==> config.mk <==
export PLATFORM = sky130hd
export DESIGN_NAME = irqdist_ctrl_regs
export DESIGN_NICKNAME = d
export VERILOG_FILES = /design/src/rtl/irqdist_pkg.sv /design/src/rtl/irqdist_decode.sv /design/src/rtl/irqdist_read_mux.sv /design/src/rtl/irqdist_id_check.sv /design/src/rtl/irqdist_ctrl_regs.sv
export SDC_FILE = /design/constraint.sdc
export NUM_CORES = 1
export LEC_CHECK = 0
export ABC_AREA = 1
export BUFFER_PORTS_ARGS = -buffer_cell sky130_fd_sc_hd__buf_2
export CORE_MARGIN = 8
export CORE_UTILIZATION = 37
export DETAILED_ROUTE_END_ITERATION = 10
export PLACE_DENSITY_LB_ADDON = 0.15
export SETUP_SLACK_MARGIN = 0.2
export SYNTH_ARGS = -nofsm -noshare
export SYNTH_HDL_FRONTEND = slang
export SYNTH_SLANG_ARGS = --single-unit
==> constraint.sdc <==
create_clock -name clk -period 0.9 [get_ports clk]
set_input_delay 0.09 -clock clk [delete_from_list [all_inputs] [get_ports clk]]
set_output_delay 0.09 -clock clk [all_outputs]
set_load 0.03 [all_outputs]
==> src/rtl/irqdist_pkg.sv <==
package irqdist_pkg;

  localparam int REG_W   = 32;
  localparam int REV_LSB = 12;
  localparam int REV_W   = 4;
  localparam logic [REG_W-1:0] REV_MASK = 32'h0000_F000;

  typedef enum logic [1:0] {
    SEL_CTRL = 2'd0,
    SEL_TYPE = 2'd1,
    SEL_ID   = 2'd2,
    SEL_NONE = 2'd3
  } reg_sel_e;

  // Type word: [4:0] = lines/32 - 1, [7:5] = cpus - 1
  function automatic logic [REG_W-1:0] make_type_word(input int shared_lines, input int cpus);
    logic [REG_W-1:0] w;
    int lines;
    lines = shared_lines + 32;
    w = '0;
    w[4:0] = 5'((lines / 32) - 1);
    w[7:5] = 3'(cpus - 1);
    return w;
  endfunction

  function automatic logic [REG_W-1:0] make_id_word(input logic [7:0] prod,
                                                    input logic [REV_W-1:0] rev,
                                                    input logic [11:0] impl);
    return {prod, 8'h00, rev, impl};
  endfunction

  function automatic logic rev_is_legal(input logic [REV_W-1:0] rev);
    return (rev == 4'd2) || (rev == 4'd3);
  endfunction

endpackage

==> src/rtl/irqdist_decode.sv <==
module irqdist_decode
  import irqdist_pkg::*;
#(
  parameter int ADDR_W = 4
) (
  input  logic [ADDR_W-1:0] addr,
  output reg_sel_e          sel
);
  always_comb begin
    sel = reg_sel_e'(addr[3:2]);
  end
endmodule

==> src/rtl/irqdist_read_mux.sv <==
module irqdist_read_mux
  import irqdist_pkg::*;
(
  input  reg_sel_e         sel,
  input  logic             en,
  input  logic [REG_W-1:0] type_word,
  input  logic [REG_W-1:0] id_word,
  output logic [REG_W-1:0] rdata
);
  always_comb begin
    unique case (sel)
      SEL_CTRL: rdata = {{(REG_W-1){1'b0}}, en};
      SEL_TYPE: rdata = type_word;
      SEL_ID:   rdata = id_word;
      default:  rdata = '0;
    endcase
  end
endmodule

==> src/rtl/irqdist_id_check.sv <==
module irqdist_id_check
  import irqdist_pkg::*;
(
  input  logic [REG_W-1:0] wdata,
  input  logic [REG_W-1:0] cur_id,
  output logic             fixed_mismatch,
  output logic             rev_bad,
  output logic             accept,
  output logic [REV_W-1:0] new_rev
);
  always_comb begin
    new_rev        = wdata[REV_LSB +: REV_W];
    fixed_mismatch = |((wdata ^ cur_id) & ~REV_MASK);
    rev_bad        = !rev_is_legal(new_rev);
    accept         = !fixed_mismatch && !rev_bad;
  end
endmodule

==> src/rtl/irqdist_ctrl_regs.sv <==
module irqdist_ctrl_regs
  import irqdist_pkg::*;
#(
  parameter int          ADDR_W     = 4,
  parameter int          NUM_SHARED = 96,
  parameter int          NUM_CPUS   = 4,
  parameter logic [7:0]  PRODUCT_ID = 8'h5A,
  parameter logic [11:0] IMPL_ID    = 12'h1C3,
  parameter logic [3:0]  REV_RESET  = 4'd2
) (
  input  logic              clk,
  input  logic              rst_n,
  input  logic              g_valid,
  input  logic              g_write,
  input  logic [ADDR_W-1:0] g_addr,
  input  logic [31:0]       g_wdata,
  output logic              g_ack,
  output logic [31:0]       g_rdata,
  input  logic              h_valid,
  input  logic              h_write,
  input  logic [ADDR_W-1:0] h_addr,
  input  logic [31:0]       h_wdata,
  output logic              h_ack,
  output logic [31:0]       h_rdata,
  output logic              h_err,
  output logic              kick,
  output logic              grp_unlock
);
  localparam int NPORT = 2;   // index 0 = guest, 1 = host
  localparam logic [REG_W-1:0] TYPE_WORD = make_type_word(NUM_SHARED, NUM_CPUS);

  logic             en_q, en_d;
  logic [REV_W-1:0] rev_q;
  logic [REG_W-1:0] id_word;

  logic [NPORT-1:0]             p_valid, p_write;
  logic [NPORT-1:0][ADDR_W-1:0] p_addr;
  logic [NPORT-1:0][REG_W-1:0]  p_wdata, p_mux, p_rdata_q;
  logic [NPORT-1:0]             p_ack_q;
  reg_sel_e                     p_sel [NPORT];
  logic [NPORT-1:0]             p_ctrl_wr;

  // Named internal events for the assertions
  logic             id_try, id_ok, id_fix_bad, id_rev_bad, rise_evt;
  logic [REV_W-1:0] id_new_rev;

  assign p_valid = {h_valid, g_valid};
  assign p_write = {h_write, g_write};
  assign p_addr  = {h_addr, g_addr};
  assign p_wdata = {h_wdata, g_wdata};

  assign id_word = make_id_word(PRODUCT_ID, rev_q, IMPL_ID);

  for (genvar p = 0; p < NPORT; p++) begin : g_port
    irqdist_decode #(.ADDR_W(ADDR_W)) u_dec (
      .addr (p_addr[p]),
      .sel  (p_sel[p])
    );
    irqdist_read_mux u_mux (
      .sel       (p_sel[p]),
      .en        (en_q),
      .type_word (TYPE_WORD),
      .id_word   (id_word),
      .rdata     (p_mux[p])
    );
    assign p_ctrl_wr[p] = p_valid[p] && p_write[p] && (p_sel[p] == SEL_CTRL);

    always_ff @(posedge clk or negedge rst_n) begin
      if (!rst_n) begin
        p_ack_q[p]   <= 1'b0;
        p_rdata_q[p] <= '0;
      end else begin
        p_ack_q[p]   <= p_valid[p];
        p_rdata_q[p] <= (p_valid[p] && !p_write[p]) ? p_mux[p] : '0;
      end
    end
  end

  irqdist_id_check u_idchk (
    .wdata          (h_wdata),
    .cur_id         (id_word),
    .fixed_mismatch (id_fix_bad),
    .rev_bad        (id_rev_bad),
    .accept         (id_ok),
    .new_rev        (id_new_rev)
  );

  assign id_try = h_valid && h_write && (p_sel[1] == SEL_ID);

  // Host wins a same-cycle control write collision
  always_comb begin
    en_d = en_q;
    if (p_ctrl_wr[0]) en_d = g_wdata[0];
    if (p_ctrl_wr[1]) en_d = h_wdata[0];
  end
  assign rise_evt = !en_q && en_d;

  always_ff @(posedge clk or negedge rst_n) begin
    if (!rst_n) begin
      en_q       <= 1'b0;
      kick       <= 1'b0;
      rev_q      <= REV_RESET;
      grp_unlock <= 1'b0;
      h_err      <= 1'b0;
    end else begin
      en_q  <= en_d;
      kick  <= rise_evt;
      h_err <= id_try && !id_ok;
      if (id_try && id_ok) begin
        rev_q      <= id_new_rev;
        grp_unlock <= 1'b1;
      end
    end
  end

  assign g_ack   = p_ack_q[0];
  assign h_ack   = p_ack_q[1];
  assign g_rdata = p_rdata_q[0];
  assign h_rdata = p_rdata_q[1];

  // kick only accompanies a real 0->1 change of the stored enable
  a_r3_kick_on_rise: assert property (@(posedge clk) disable iff (!rst_n)
    kick |-> (en_q && !$past(en_q)));
  // kick never lasts two cycles
  a_r3_kick_single: assert property (@(posedge clk) disable iff (!rst_n)
    kick |=> !kick);
  // unlock flag is sticky
  a_r7_unlock_sticky: assert property (@(posedge clk) disable iff (!rst_n)
    grp_unlock |=> grp_unlock);
  // revision moves only on an accepted host identification write
  a_r7_rev_guarded: assert property (@(posedge clk) disable iff (!rst_n)
    (rev_q != $past(rev_q)) |-> $past(id_try && id_ok));
  // an error only comes with a host acknowledge
  a_r6_err_with_ack: assert property (@(posedge clk) disable iff (!rst_n)
    h_err |-> h_ack);
  // acknowledge one cycle after each request
  a_r1_guest_ack: assert property (@(posedge clk) disable iff (!rst_n)
    g_valid |=> g_ack);
  a_r1_host_ack: assert property (@(posedge clk) disable iff (!rst_n)
    h_valid |=> h_ack);
endmodule

# [After elaboration in Yosys (flattened, before gate mapping)]
# Index checks and enable logic that the tools add are counted.
[totals] register_bits=74 latchBits=0 mem_bits_rw=0 romBits=0 input_bits=78 output_inout_bits=69 elab_cells=42 n_memories=0
[op_classes] addsub=0 n_mul=0 n_div=0 magnitude_cmp=0 eq_ne=6 shifts=0 muxes=6 bitwise=1 reduce_logical=20
[op_table] cell="one-hot mux 31 bit (3 select lines)" count=2
[op_table] cell="two-way mux 32 bit" count=2
[op_table] cell="XOR 32 x 31 -> 32 bit" count=1
[op_table] cell="OR reduction 28 bit" count=1
[op_table] cell="logical AND 1 bit" count=11
[op_table] cell="equality test 4 x 2 -> 1 bit, second input constant" count=2
[op_table] cell="logical NOT 1 bit" count=5
[op_table] cell="equality test 2 x 1 -> 1 bit, second input constant" count=2
[op_table] cell="equality test 2 bit, second input constant" count=2
[op_table] cell="logical NOT 2 bit" count=2
[op_table] cell="two-way mux 1 bit" count=2
[op_table] cell="logical OR 1 bit" count=1

# [Logic depth before layout (Yosys ltp)]
[logic_depth] ltp_word=6 ltp_mapped=8 depth_no_buf=8

# [Hierarchy]
# A second synthesis with hierarchy kept.
[unflattened] hier_cells=617 hier_area_um2=4147.7
[by_module_without_submodules] mod="irqdist_ctrl_regs" instances=1 cells_each=245 area_each_um2=2561.2 seq_area_each_um2=1853.0
[by_module_without_submodules] mod="irqdist_read_mux" instances=2 cells_each=107 area_each_um2=466.7 seq_area_each_um2=0.0
[by_module_without_submodules] mod="irqdist_id_check" instances=1 cells_each=154 area_each_um2=623.1 seq_area_each_um2=0.0
[by_module_without_submodules] mod="irqdist_decode" instances=2 cells_each=2 area_each_um2=15.0 seq_area_each_um2=0.0

# [Worst setup path after synthesis]
# OpenSTA, ideal clock, no wires.
[synth_path] kind="register -> output" start="register, netlist name g_rdata[28]" end="output port g_rdata[25]" t_arrival_ns=0.776 t_required_ns=0.810 slack_ns=0.034 path_stages_with_launch=2 n_path_buf=1 path_cell_list="dfrtp_1 buf_4"
[synth_rtl] item="to (decl)" line="irqdist_ctrl_regs.sv:18" text="output logic [31:0] g_rdata,"

==> summary by stage <==
Setup path
At the worst endpoint, the arrival time is 0.89 ns. The worst setup path is of the reg -> out kind. The slowest stage of the critical path is the sky130_fd_sc_hd__dfrtp_2 cell.

The total buffers and inverters traversed by the critical path is 1. At the worst endpoint, the required time is 0.81 ns. The signal on the critical path passes through buf_4. The category of the worst setup path capture point is an output port.

STA classifies the critical path startpoint as a flip-flop. The family with the most delay on the worst path is flip-flops. In this run the worst path has a maximum fanout of 6. The largest stage delay on the critical path is 0.44 ns.

STA
The post-route minimum period is 0.9797 ns. In the final timing run, aggregate negative setup slack is -0.9871 ns. The number of failing hold endpoints at the final stage came to 0. The share of the cycle needed by the critical path after routing is 108.9%.

Once routing completed, OpenROAD measured the worst setup slack at -0.07975 ns. Setup repair after global routing could not meet its margin everywhere. The maximum achievable frequency is 1021 MHz. The total of endpoints with negative setup slack in the final report is 17. The final-report max-slew violation count is 0. The worst clock skew on the final layout is 0.002779 ns.

Synthesis
The number of instances in the synthesized netlist is 199. Of the total synthesized cell area, the portion taken by full adders, half adders and majority gates is 6.299%. The average instance in the mapped netlist occupies 7.985 sq um. The share of synthesized area occupied by flip-flops and latches is 41.02%.

The dominant combinational cell family by area after synthesis is buffers and inverters. For this run, the number of Yosys warnings is 0. After synthesis the netlist holds a flip-flop and latch count of 26. The synthesized netlist devotes 1.024% of its cell area to compound gates. Of the total synthesized cell area, the portion taken by AND, OR, NAND and NOR gates is 20.00%.

The area share of the largest cell type after synthesis is 39.37%. After synthesis, the cell types taking the most area are sky130_fd_sc_hd__dfrtp_1, sky130_fd_sc_hd__buf_4, sky130_fd_sc_hd__inv_1. After Yosys synthesis, XOR and XNOR cells account for 0% of the synthesized area. The dominant cell type by area after synthesis is sky130_fd_sc_hd__dfrtp_1. Measured against the total synthesized area, the mux share comes to 0%. Yosys mapped the design onto 17 distinct sky130hd cell types.

The cell area after synthesis is 1589 sq um.

Detailed routing
In this run the remaining antenna-violating nets after routing total 0. The first TritonRoute pass finished after 4 iterations. After detailed routing, the average wire length per cell comes to between 10 and 15 microns.

The count of routing violations after the opening detailed-route iteration is 48. The final wirelength is 3599 microns. The number of vias in the routed layout is around 1.3k.

In the routed design, unresolved DRC markers number 0. The per-cell via count in the routed design is roughly 3.8.

Job
The max-cap check violation count is 0.

Layout
The area growth from synthesis to layout is 46.22%. In the final layout, flip-flops and latches occupy 658.1 sq um. In the final layout, the multi-input gates occupy approximately 700 sq um. For this run, the number of standard cells in the final layout without fillers is 331. The antenna diode instance count is 0. The post-route netlist has 51.25% of its cells at a drive strength greater than 1.

The net count of the finished layout is 366. The filler cells instantiated in the layout total 392.

Place
At the end of routability-driven placement, the weighted congestion stood at 0.6760. The wire-length estimate of the detail-placed layout is 2981 microns. The number of cells in the design after placement is 321. The count of buffers inserted at the top-level ports is 75.

GRT
The number of antenna violations at the first check in global routing is 0. The largest net degree at the start of global routing is 18. The global-route wire length before repair is ~5400 microns.

The via count of the first global-routing pass is around 1.3k. The total routing resource utilization after global routing is 10.02%. Global routing finished with a remaining overflow of 0.

Clock tree
The number of clock buffers inserted by TritonCTS is 3. The insertion delay to the later sink of the worst-skew pair is 0.27 ns. The CTS H-tree depth is 1.

The maximum count of clock buffers along a single path is 2. The sink count of the clock tree is 26. After clock tree synthesis, the clock-pin slew on the worst setup and hold paths is 0.09 ns. The TritonCTS clock tree is yes. The root buffer cell is sky130_fd_sc_hd__clkbuf_8.

Floorplanning
Once the floorplan was initialized, standard cells occupied a little under two fifths of the core. The placeable core region is between 4000 and 5000 sq um. The overall die area is 6648 sq um.

The die is 81.54 microns tall. The width of the die is 81.54 microns. The floorplan has 24 rows. The total I/O pin count is 147.

Power and ir drop
The total power divided by cell area is 1217 nW/um^2. The standby leakage power is 1.296 nW. The overall power consumption is between 0.002 and 0.003 W. The peak ir drop on the vdd network is approximately 680 uV.

Worst hold path
The worst min-delay path category is in -> reg.

Outcome
The checks that failed: negative setup slack. The flow ran to the end, but the final reports show violations.
## cells by family after synthesis
kind of cell,Yosys count
flops,26
fa+ha+maj,8
simple gates,76
other cells,1
buf+inv,85
compound gates,3
## through the flow
| step | cell area (sq um) | util [%] | worst slack (ns) | hold slack, ns |
|---|---|---|---|---|
| detailed placement | 1932 | 45.63 | -0.08845 | -0.03171 |
| floorplan | 1787 | - | 0.1417 | -0.2056 |
| CTS | 2182 | 51.54 | -0.07888 | 0.05855 |
| global route | 2323 | 54.88 | -0.1223 | 0.05697 |
| finish | 2323 | 54.88 | -0.07975 | 0.05088 |
| global placement | 1932 | 45.63 | -0.07866 | -0.03015 |
## timing repair
item | in CTS | in global routing
hold buffers | 3 | 0
buffers inserted | 2 | 1
pin swaps | 2 | 15
endpoints found under the hold margin | 28 | 0
gates resized for setup | 49 | 52
endpoints found under the setup margin | 39 | 43
## state kept, by name, summed over array words and instances, names as in the netlist
name        flops
grp_unlock      1
g_rdata         8
rev_q           4
h_ack           1
en_q            1
kick            1
h_err           1
g_ack           1
h_rdata         8
## area by class of cell
| type | instances | share of cell area (%) |
|---|---|---|
| Clock buffer | 4 | 2.369 |
| Inverter | 37 | 5.977 |
| Sequential cell | 26 | 28.33 |
| Timing Repair Buffer | 89 | 30.53 |
| Multi-Input combinational cell | 123 | 29.99 |
| Tap cell | 52 | 2.800 |
## placed cells by master (no fill, tap or decap), drive strengths merged, types with 2 or more instances in the layout
cell          n
nor2         38
dfrtp        25
dlygate4sd3   3
nand2        28
nor3          2
inv          37
a21oi         2
conb         36
clkbuf        4
ha            8
buf          86
nand3         6
## metal layers
| metal | part of all wire, % | vias up | track usage (%) |
|---|---|---|---|
| li1 | - | 652 | - |
| met1 | 38 | 546 | 11.77 |
| met2 | 50 | 69 | 17.26 |
| met3 | 10 | 4 | 2.079 |
| met4 | 1.6 | 0 | 4.286 |
| met5 | 0 | - | 0 |
## tightest hold or removal path, delay by kind of cell
family	cells	cell delay (ns)
simple gates	2	0.12
buf+inv	1	0.08
## cell usage after synthesis
master and number:
sky130_fd_sc_hd__dfrtp_1 25, sky130_fd_sc_hd__buf_4 48, sky130_fd_sc_hd__ha_1 8, sky130_fd_sc_hd__conb_1 1, sky130_fd_sc_hd__nand4_1 1, sky130_fd_sc_hd__nor2_1 33, sky130_fd_sc_hd__inv_1 35, sky130_fd_sc_hd__nor2_2 5
sky130_fd_sc_hd__nand3_1 5, sky130_fd_sc_hd__inv_2 2, sky130_fd_sc_hd__dfstp_2 1, sky130_fd_sc_hd__a31oi_1 1, sky130_fd_sc_hd__nand2_1 28, sky130_fd_sc_hd__a21oi_1 2, sky130_fd_sc_hd__nor3_1 2, sky130_fd_sc_hd__nand3_2 1
sky130_fd_sc_hd__nor2b_1 1
## path summary, 6_finish.rpt
check | cells past startpoint | from | end | slack (ns)
setup / recovery | 1 | h_rdata[28] | h_rdata[30] | -0.08
hold / removal | 3 | h_wdata[12] | rev_q[0] | 0.05
setup reg to reg | 3 | en_q | kick | 0.04
hold reg to reg | 2 | rev_q[2] | rev_q[2] | 0.48
max in group asynchronous | 3 | rst_n | h_rdata[6] | 0.32
min in group asynchronous | 2 | rst_n | h_rdata[13] | 0.21
## power by group
group / switching (W) / leakage, nW / total, W / internal (W)
clock network: 0.000347 / 0.0288 / 0.000738 / 0.000391
logic: 0.000527 / 0.930 / 0.000849 / 0.000323
registers: 0.0000307 / 0.337 / 0.00124 / 0.00121
total: 0.000905 / 1.30 / 0.00283 / 0.00192
(Power assumes the default switching activity.)
